File: config.mk
export PLATFORM = sky130hd
export DESIGN_NAME = eoi_coalesce_tracker
export DESIGN_NICKNAME = d
export VERILOG_FILES = /design/src/rtl/eoi_trk_pkg.sv /design/src/rtl/eoi_trk_bank.sv /design/src/rtl/eoi_trk_ctrl.sv /design/src/rtl/eoi_coalesce_tracker.sv
export SDC_FILE = /design/constraint.sdc
export NUM_CORES = 1
export LEC_CHECK = 0
export ABC_AREA = 0
export CAP_MARGIN = 5
export CORE_AREA = 10 10 172 134
export CTS_CLUSTER_SIZE = 12
export DETAILED_ROUTE_END_ITERATION = 12
export DIE_AREA = 0 0 182 144
export PLACE_DENSITY = 0.41
export RECOVER_POWER = 100
export SYNTH_ARGS = -nofsm -noshare
export SYNTH_HDL_FRONTEND = slang
export SYNTH_SLANG_ARGS = --single-unit
File: constraint.sdc
create_clock -name clk -period 3.56 [get_ports clk]
set_input_delay 0.712 -clock clk [delete_from_list [all_inputs] [get_ports clk]]
set_output_delay 0.712 -clock clk [all_outputs]
set_load 0.05 [all_outputs]
File: src/rtl/eoi_trk_pkg.sv
package eoi_trk_pkg;

    localparam int VEC_W = 8;

    typedef logic [VEC_W-1:0] vec_t;

    // One state-changing action per cycle, chosen by the controller.
    typedef enum logic [1:0] {
        ACT_IDLE    = 2'd0,
        ACT_RECORD  = 2'd1,
        ACT_RETIRE  = 2'd2,
        ACT_REBUILD = 2'd3
    } act_e;

    // A slot matches an event when it is armed and holds the same vector.
    function automatic logic slot_match(input logic armed, input vec_t held, input vec_t seen);
        return armed && (held == seen);
    endfunction

endpackage

File: src/rtl/eoi_trk_bank.sv
module eoi_trk_bank
    import eoi_trk_pkg::*;
#(
    parameter int N    = 8,
    parameter int CIDW = $clog2(N) + 1
) (
    input  logic            clk,
    input  logic            rst,
    input  act_e            act,
    input  logic [N-1:0]    accept_map,
    input  vec_t            dlv_vector,
    input  logic [CIDW-1:0] eoi_cpu,
    input  vec_t            eoi_vector,
    input  logic [N-1:0]    scan_map,
    input  vec_t            scan_vector,
    output logic [N-1:0]    armed_map,
    output logic            hit
);

    logic [N-1:0] slot_hit;

    for (genvar i = 0; i < N; i++) begin : g_slot
        logic armed_q;
        vec_t vec_q;
        logic sel;

        assign sel         = (eoi_cpu == CIDW'(i));
        assign slot_hit[i] = sel && slot_match(armed_q, vec_q, eoi_vector);
        assign armed_map[i] = armed_q;

        always_ff @(posedge clk) begin
            if (rst) begin
                armed_q <= 1'b0;
                vec_q   <= '0;
            end else begin
                unique case (act)
                    ACT_RECORD: begin
                        if (accept_map[i]) begin
                            armed_q <= 1'b1;
                            vec_q   <= dlv_vector;
                        end
                    end
                    ACT_RETIRE: begin
                        if (sel) armed_q <= 1'b0;
                    end
                    ACT_REBUILD: begin
                        armed_q <= scan_map[i];
                        if (scan_map[i]) vec_q <= scan_vector;
                    end
                    default: ;
                endcase
            end
        end
    end

    assign hit = |slot_hit;

endmodule

File: src/rtl/eoi_trk_ctrl.sv
module eoi_trk_ctrl
    import eoi_trk_pkg::*;
#(
    parameter int N    = 8,
    parameter int CNTW = $clog2(N + 1)
) (
    input  logic            clk,
    input  logic            rst,
    input  logic            req_assert,
    input  logic            dlv_ok,
    input  logic [N-1:0]    accept_map,
    input  logic            eoi_valid,
    input  logic            hit,
    input  logic [N-1:0]    scan_map,
    output act_e            act,
    output logic            deliver_go,
    output logic            coalesced,
    output logic            eoi_ready,
    output logic [CNTW-1:0] outstanding
);

    logic [CNTW-1:0] cnt_q;
    logic            busy;

    assign busy       = (cnt_q != '0);
    assign deliver_go = req_assert && !busy;
    assign coalesced  = req_assert && busy;
    // Delivery owns the cycle; an event presented alongside it waits.
    assign eoi_ready  = !deliver_go;

    always_comb begin
        act = ACT_IDLE;
        if (deliver_go)
            act = ACT_RECORD;
        else if (eoi_valid && hit)
            act = busy ? ACT_RETIRE : ACT_REBUILD;
    end

    always_ff @(posedge clk) begin
        if (rst) begin
            cnt_q <= '0;
        end else begin
            unique case (act)
                ACT_RECORD:  cnt_q <= dlv_ok ? CNTW'($countones(accept_map)) : '0;
                ACT_RETIRE:  cnt_q <= cnt_q - 1'b1;
                ACT_REBUILD: cnt_q <= CNTW'($countones(scan_map));
                default: ;
            endcase
        end
    end

    assign outstanding = cnt_q;

endmodule

File: src/rtl/eoi_coalesce_tracker.sv
module eoi_coalesce_tracker
    import eoi_trk_pkg::*;
#(
    parameter  int N    = 8,
    localparam int CIDW = $clog2(N) + 1,
    localparam int CNTW = $clog2(N + 1)
) (
    input  logic            clk,
    input  logic            rst,
    input  logic            req_assert,
    input  logic            dlv_ok,
    input  logic [N-1:0]    accept_map,
    input  logic [VEC_W-1:0] dlv_vector,
    input  logic            eoi_valid,
    input  logic [CIDW-1:0] eoi_cpu,
    input  logic [VEC_W-1:0] eoi_vector,
    input  logic [N-1:0]    scan_map,
    input  logic [VEC_W-1:0] scan_vector,
    output logic            deliver_go,
    output logic            coalesced,
    output logic            eoi_ready,
    output logic [CNTW-1:0] outstanding,
    output logic [N-1:0]    dest_map
);

    act_e act;
    logic hit;

    eoi_trk_ctrl #(.N(N), .CNTW(CNTW)) u_ctrl (
        .clk        (clk),
        .rst        (rst),
        .req_assert (req_assert),
        .dlv_ok     (dlv_ok),
        .accept_map (accept_map),
        .eoi_valid  (eoi_valid),
        .hit        (hit),
        .scan_map   (scan_map),
        .act        (act),
        .deliver_go (deliver_go),
        .coalesced  (coalesced),
        .eoi_ready  (eoi_ready),
        .outstanding(outstanding)
    );

    eoi_trk_bank #(.N(N), .CIDW(CIDW)) u_bank (
        .clk        (clk),
        .rst        (rst),
        .act        (act),
        .accept_map (accept_map),
        .dlv_vector (dlv_vector),
        .eoi_cpu    (eoi_cpu),
        .eoi_vector (eoi_vector),
        .scan_map   (scan_map),
        .scan_vector(scan_vector),
        .armed_map  (dest_map),
        .hit        (hit)
    );

endmodule

==> flow_summary.yaml <==
outcome:
  outcome: "completed"
worst_setup_path:
  path_max_fanout: 2
  crit_path_end_kind: "flip-flop"
  slowest_delay_ns: 0.48
  slowest_stage: "fa_1"
  worstRegToRegCells: 11
  cp_top_family: "adder cells"
  rr_startpoint: "u_ctrl.outstanding[0]$_SDFFE_PP0N_"
  crit_top_cell: "fa_1"
  crit_chain: "clkdlybuf4s50_1 > ha_1 > inv_1 > fa_1 > inv_1 > fa_1 > ha_1 > fa_1 > a21oi_1 > or3_1 > a211oi_1"
  critPathRequiredTime_ns: 3.81
  crit_arrival_ns: 3.70
  cp.depth: 11
  cp-start-kind: "input pin"
  r2r-end: "u_ctrl.outstanding[3]$_SDFFE_PP0N_"
  r2r_slack_ns: 0.52
  criticalPathCategory: "in -> reg"
  path_buf_inv: 3
synthesis:
  synthFlopType: "dfxtp_1"
  syn_nets: 586
  synthXorXnorAreaFrac: 0.1172
  synth_adder_area_share: 0.06648
  muxShareOfSynthArea: 0.02113
  synth_compound_area_frac: 0.2775
  synth-seq-cells: 76
  ys_warn_count: 0
  synth_top_family_by_area: "compound AO/OA/AOI/OAI gates"
  ys_seq_area_frac: 0.3133
  async_flop_share: 0
  synth_edf_count: 0
  syn_avg_cell_area_um2: 9.411
  netlist_area_mm2: 0.004856
  synth-simple-area-share: 0.1167
  synth.distinct_cells: 53
  syn_inst: 516
die:
  core_area_mm2: 0.01976
  ios: 64
  initial_core_util: 0.2457
  die_w_um: 182
  die-area_mm2: 0.02621
  fp.dieH_um: 144
  row_count: 45
timing:
  period_minus_slack_ns: 3.444
  tightest_slew_ns: 0.6483
  slew_violations: 0
  hold_violations: 0
  rsz0062_at_grt: "false"
  skew_ns: 0.008275
  slew-limit-headroom: 0.5678
  whs_ns: 0.5606
  clock.fmax_ghz: 0.2904
  fin_crit_sh: 0.9674
  setup_viol: 0
clock_tree:
  clk_latency_ns: 0.34
  cts_resized: 0
  clk_path_buf_depth: 2
  h-tree-depth: 3
  clock-sinks: 76
  path_clk_slew_ns: 0.06
  cts_tree: "done"
  clock-root-buffer: "clkbuf_16"
  postCtsHoldBufs: 0
  cts_made_buffers: 9
  post-cts-setup-buffers: 0
cells_and_area:
  area_delta_synth_final_pct: 35.15
  fin_nets: 679
  diodes: 0
  finalNonFillerCells: 872
  drive_gt1_frac: 0.1678
grt:
  grt_pass1_vias: 4498
  grt_max_degree: 47
  track_usage: 0.1363
  grt_first_pass_wirelength_um: 27690
  antenna_found_initial: 0
  overflow: 0
power_and_ir_drop:
  power.density_mw_per_mm2: 534.4
  comb_power_share: 0.338
  switching_share: 0.3369
  p_int_w: 0.002326
  finalPower_w: 0.003507
  power.share.clock: 0.345
  irDropWorstVdd_uv: 235.9
  p_seq_frac: 0.317
  net-switching-power_w: 0.001181
  p_leak_nw: 2.485
worst_hold_path:
  hold_path_end: "u_bank.g_slot[2].vec_q[2]$_SDFFE_PP0P_"
  hold_path.class: "reg -> reg"
  hold_start: "u_bank.g_slot[2].vec_q[2]$_SDFFE_PP0P_"
  hold_depth: 2
routing:
  firstDrtPassIters: 5
  drt_iter0_drc: 340
  ant_nets: 0
  via_per_inst: 5.101
  drc_errors: 0
  wl_um: 18100
  avgRoutedWirePerCell_um: 20.76
  vias: 4448
placement:
  dp_hpwl_um: 13320
  gp_congestion: 0.8004
  numPortBuffers: 63
  dp.cells: 856
run:
  cap_violations: 0
[worst reg2reg max path, stage by stage (launching register included)]
cell,delay (ns)
dfxtp_1,0.34
inv_1,0.10
ha_1,0.23
nor3b_1,0.29
clkbuf_1,0.54
nand2_1,0.32
inv_1,0.31
nand3_1,0.20
nand3_1,0.12
o21ai_0,0.09
a221o_1,0.31
a31oi_1,0.12
[final cells by class]
| class | instances | area (um2) |
|---|---|---|
| Clock inverter | 7 | 162.7 |
| Sequential cell | 76 | 1521 |
| Timing Repair Buffer | 136 | 1369 |
| Tap cell | 258 | 322.8 |
| Fill cell | 2003 | 13200 |
| Clock buffer | 9 | 225.2 |
| Inverter | 27 | 101.3 |
| Multi-Input combinational cell | 359 | 2860 |
[state kept, by name, indices dropped and copies added, names as in the netlist]
register,flops
u_bank.g_slot.armed_q,8
u_bank.g_slot.vec_q,64
u_ctrl.outstanding,4
[metal layers]
metal	GRT usage	share of wire	vias to the layer above
li1	-	-	2102
met3	0.02372	0.040	19
met1	0.1875	0.49	2224
met4	0.04443	0.020	0
met5	0	0	-
met2	0.2110	0.46	103
[synthesized netlist by cell type (all sizes together) (11+ instances only)]
library cell / n / share of area
dfxtp: 76 / 0.31
a211oi: 82 / 0.13
inv: 26 / 0.020
buf: 33 / 0.051
ha: 13 / 0.033
nand4: 19 / 0.024
nor3: 11 / 0.011
a21oi: 35 / 0.036
o31ai: 27 / 0.042
clkbuf: 21 / 0.016
xnor2: 56 / 0.10
[placed cells by master (no fill, tap or decap), types with 11 or more instances in the layout]
master / count
xnor2_1: 56
a211oi_1: 80
dlygate4sd3_1: 14
nor3_1: 11
nand4_1: 19
ha_1: 13
buf_4: 52
o31ai_1: 27
clkdlybuf4s50_1: 46
a21oi_1: 35
buf_12: 17
dfxtp_1: 76
inv_1: 26
[power by group through the flow]
| stage | Sequential, W | Combinational (W) | Clock (W) |
|---|---|---|---|
| after floorplan | 0.00113 | 0.000790 | 0 |
| after global placement | 0.00112 | 0.00121 | 0 |
| after detailed placement | 0.00113 | 0.00122 | 0 |
| after CTS | 0.00111 | 0.00122 | 0.00123 |
| after global routing | 0.00112 | 0.00130 | 0.00126 |
| final | 0.00111 | 0.00119 | 0.00121 |
[how the worst max path moves through the flow]
stage	slack, ns	from	end
2_1_floorplan	0.35	accept_map[6]	u_ctrl.outstanding[2]$_SDFFE_PP0N_
3_3_place_gp	-0.17	accept_map[6]	u_ctrl.outstanding[2]$_SDFFE_PP0N_
3_5_place_dp	-0.20	accept_map[6]	u_ctrl.outstanding[2]$_SDFFE_PP0N_
4_1_cts	0.16	accept_map[6]	u_ctrl.outstanding[2]$_SDFFE_PP0N_
5_1_grt	0.02	u_ctrl.outstanding[0]$_SDFFE_PP0N_	deliver_go
6_report	0.12	accept_map[6]	u_ctrl.outstanding[2]$_SDFFE_PP0N_
[through the flow]
step           cell area (um2)  worst slack [ns]    util  setup TNS (ns)
4_1_cts                   6636            0.1638  0.3358               0
3_3_place_gp              6248           -0.1702  0.3162          -1.371
6_report                  6563            0.1161  0.3321               0
5_1_grt                   6563           0.01899  0.3321               0
3_5_place_dp              6248           -0.1971  0.3162          -1.685
2_1_floorplan             4856            0.3488       -               0
[cells by family (layout without fill, tap and decap cells)]
group           Yosys count  in the layout
flops                    76             76
fa+ha+maj                21             21
xor+xnor                 65             65
simple gates             85             85
mux                       9              9
compound gates          179            179
buf+inv                  81            179
Power figures use the tool's default switching activity.
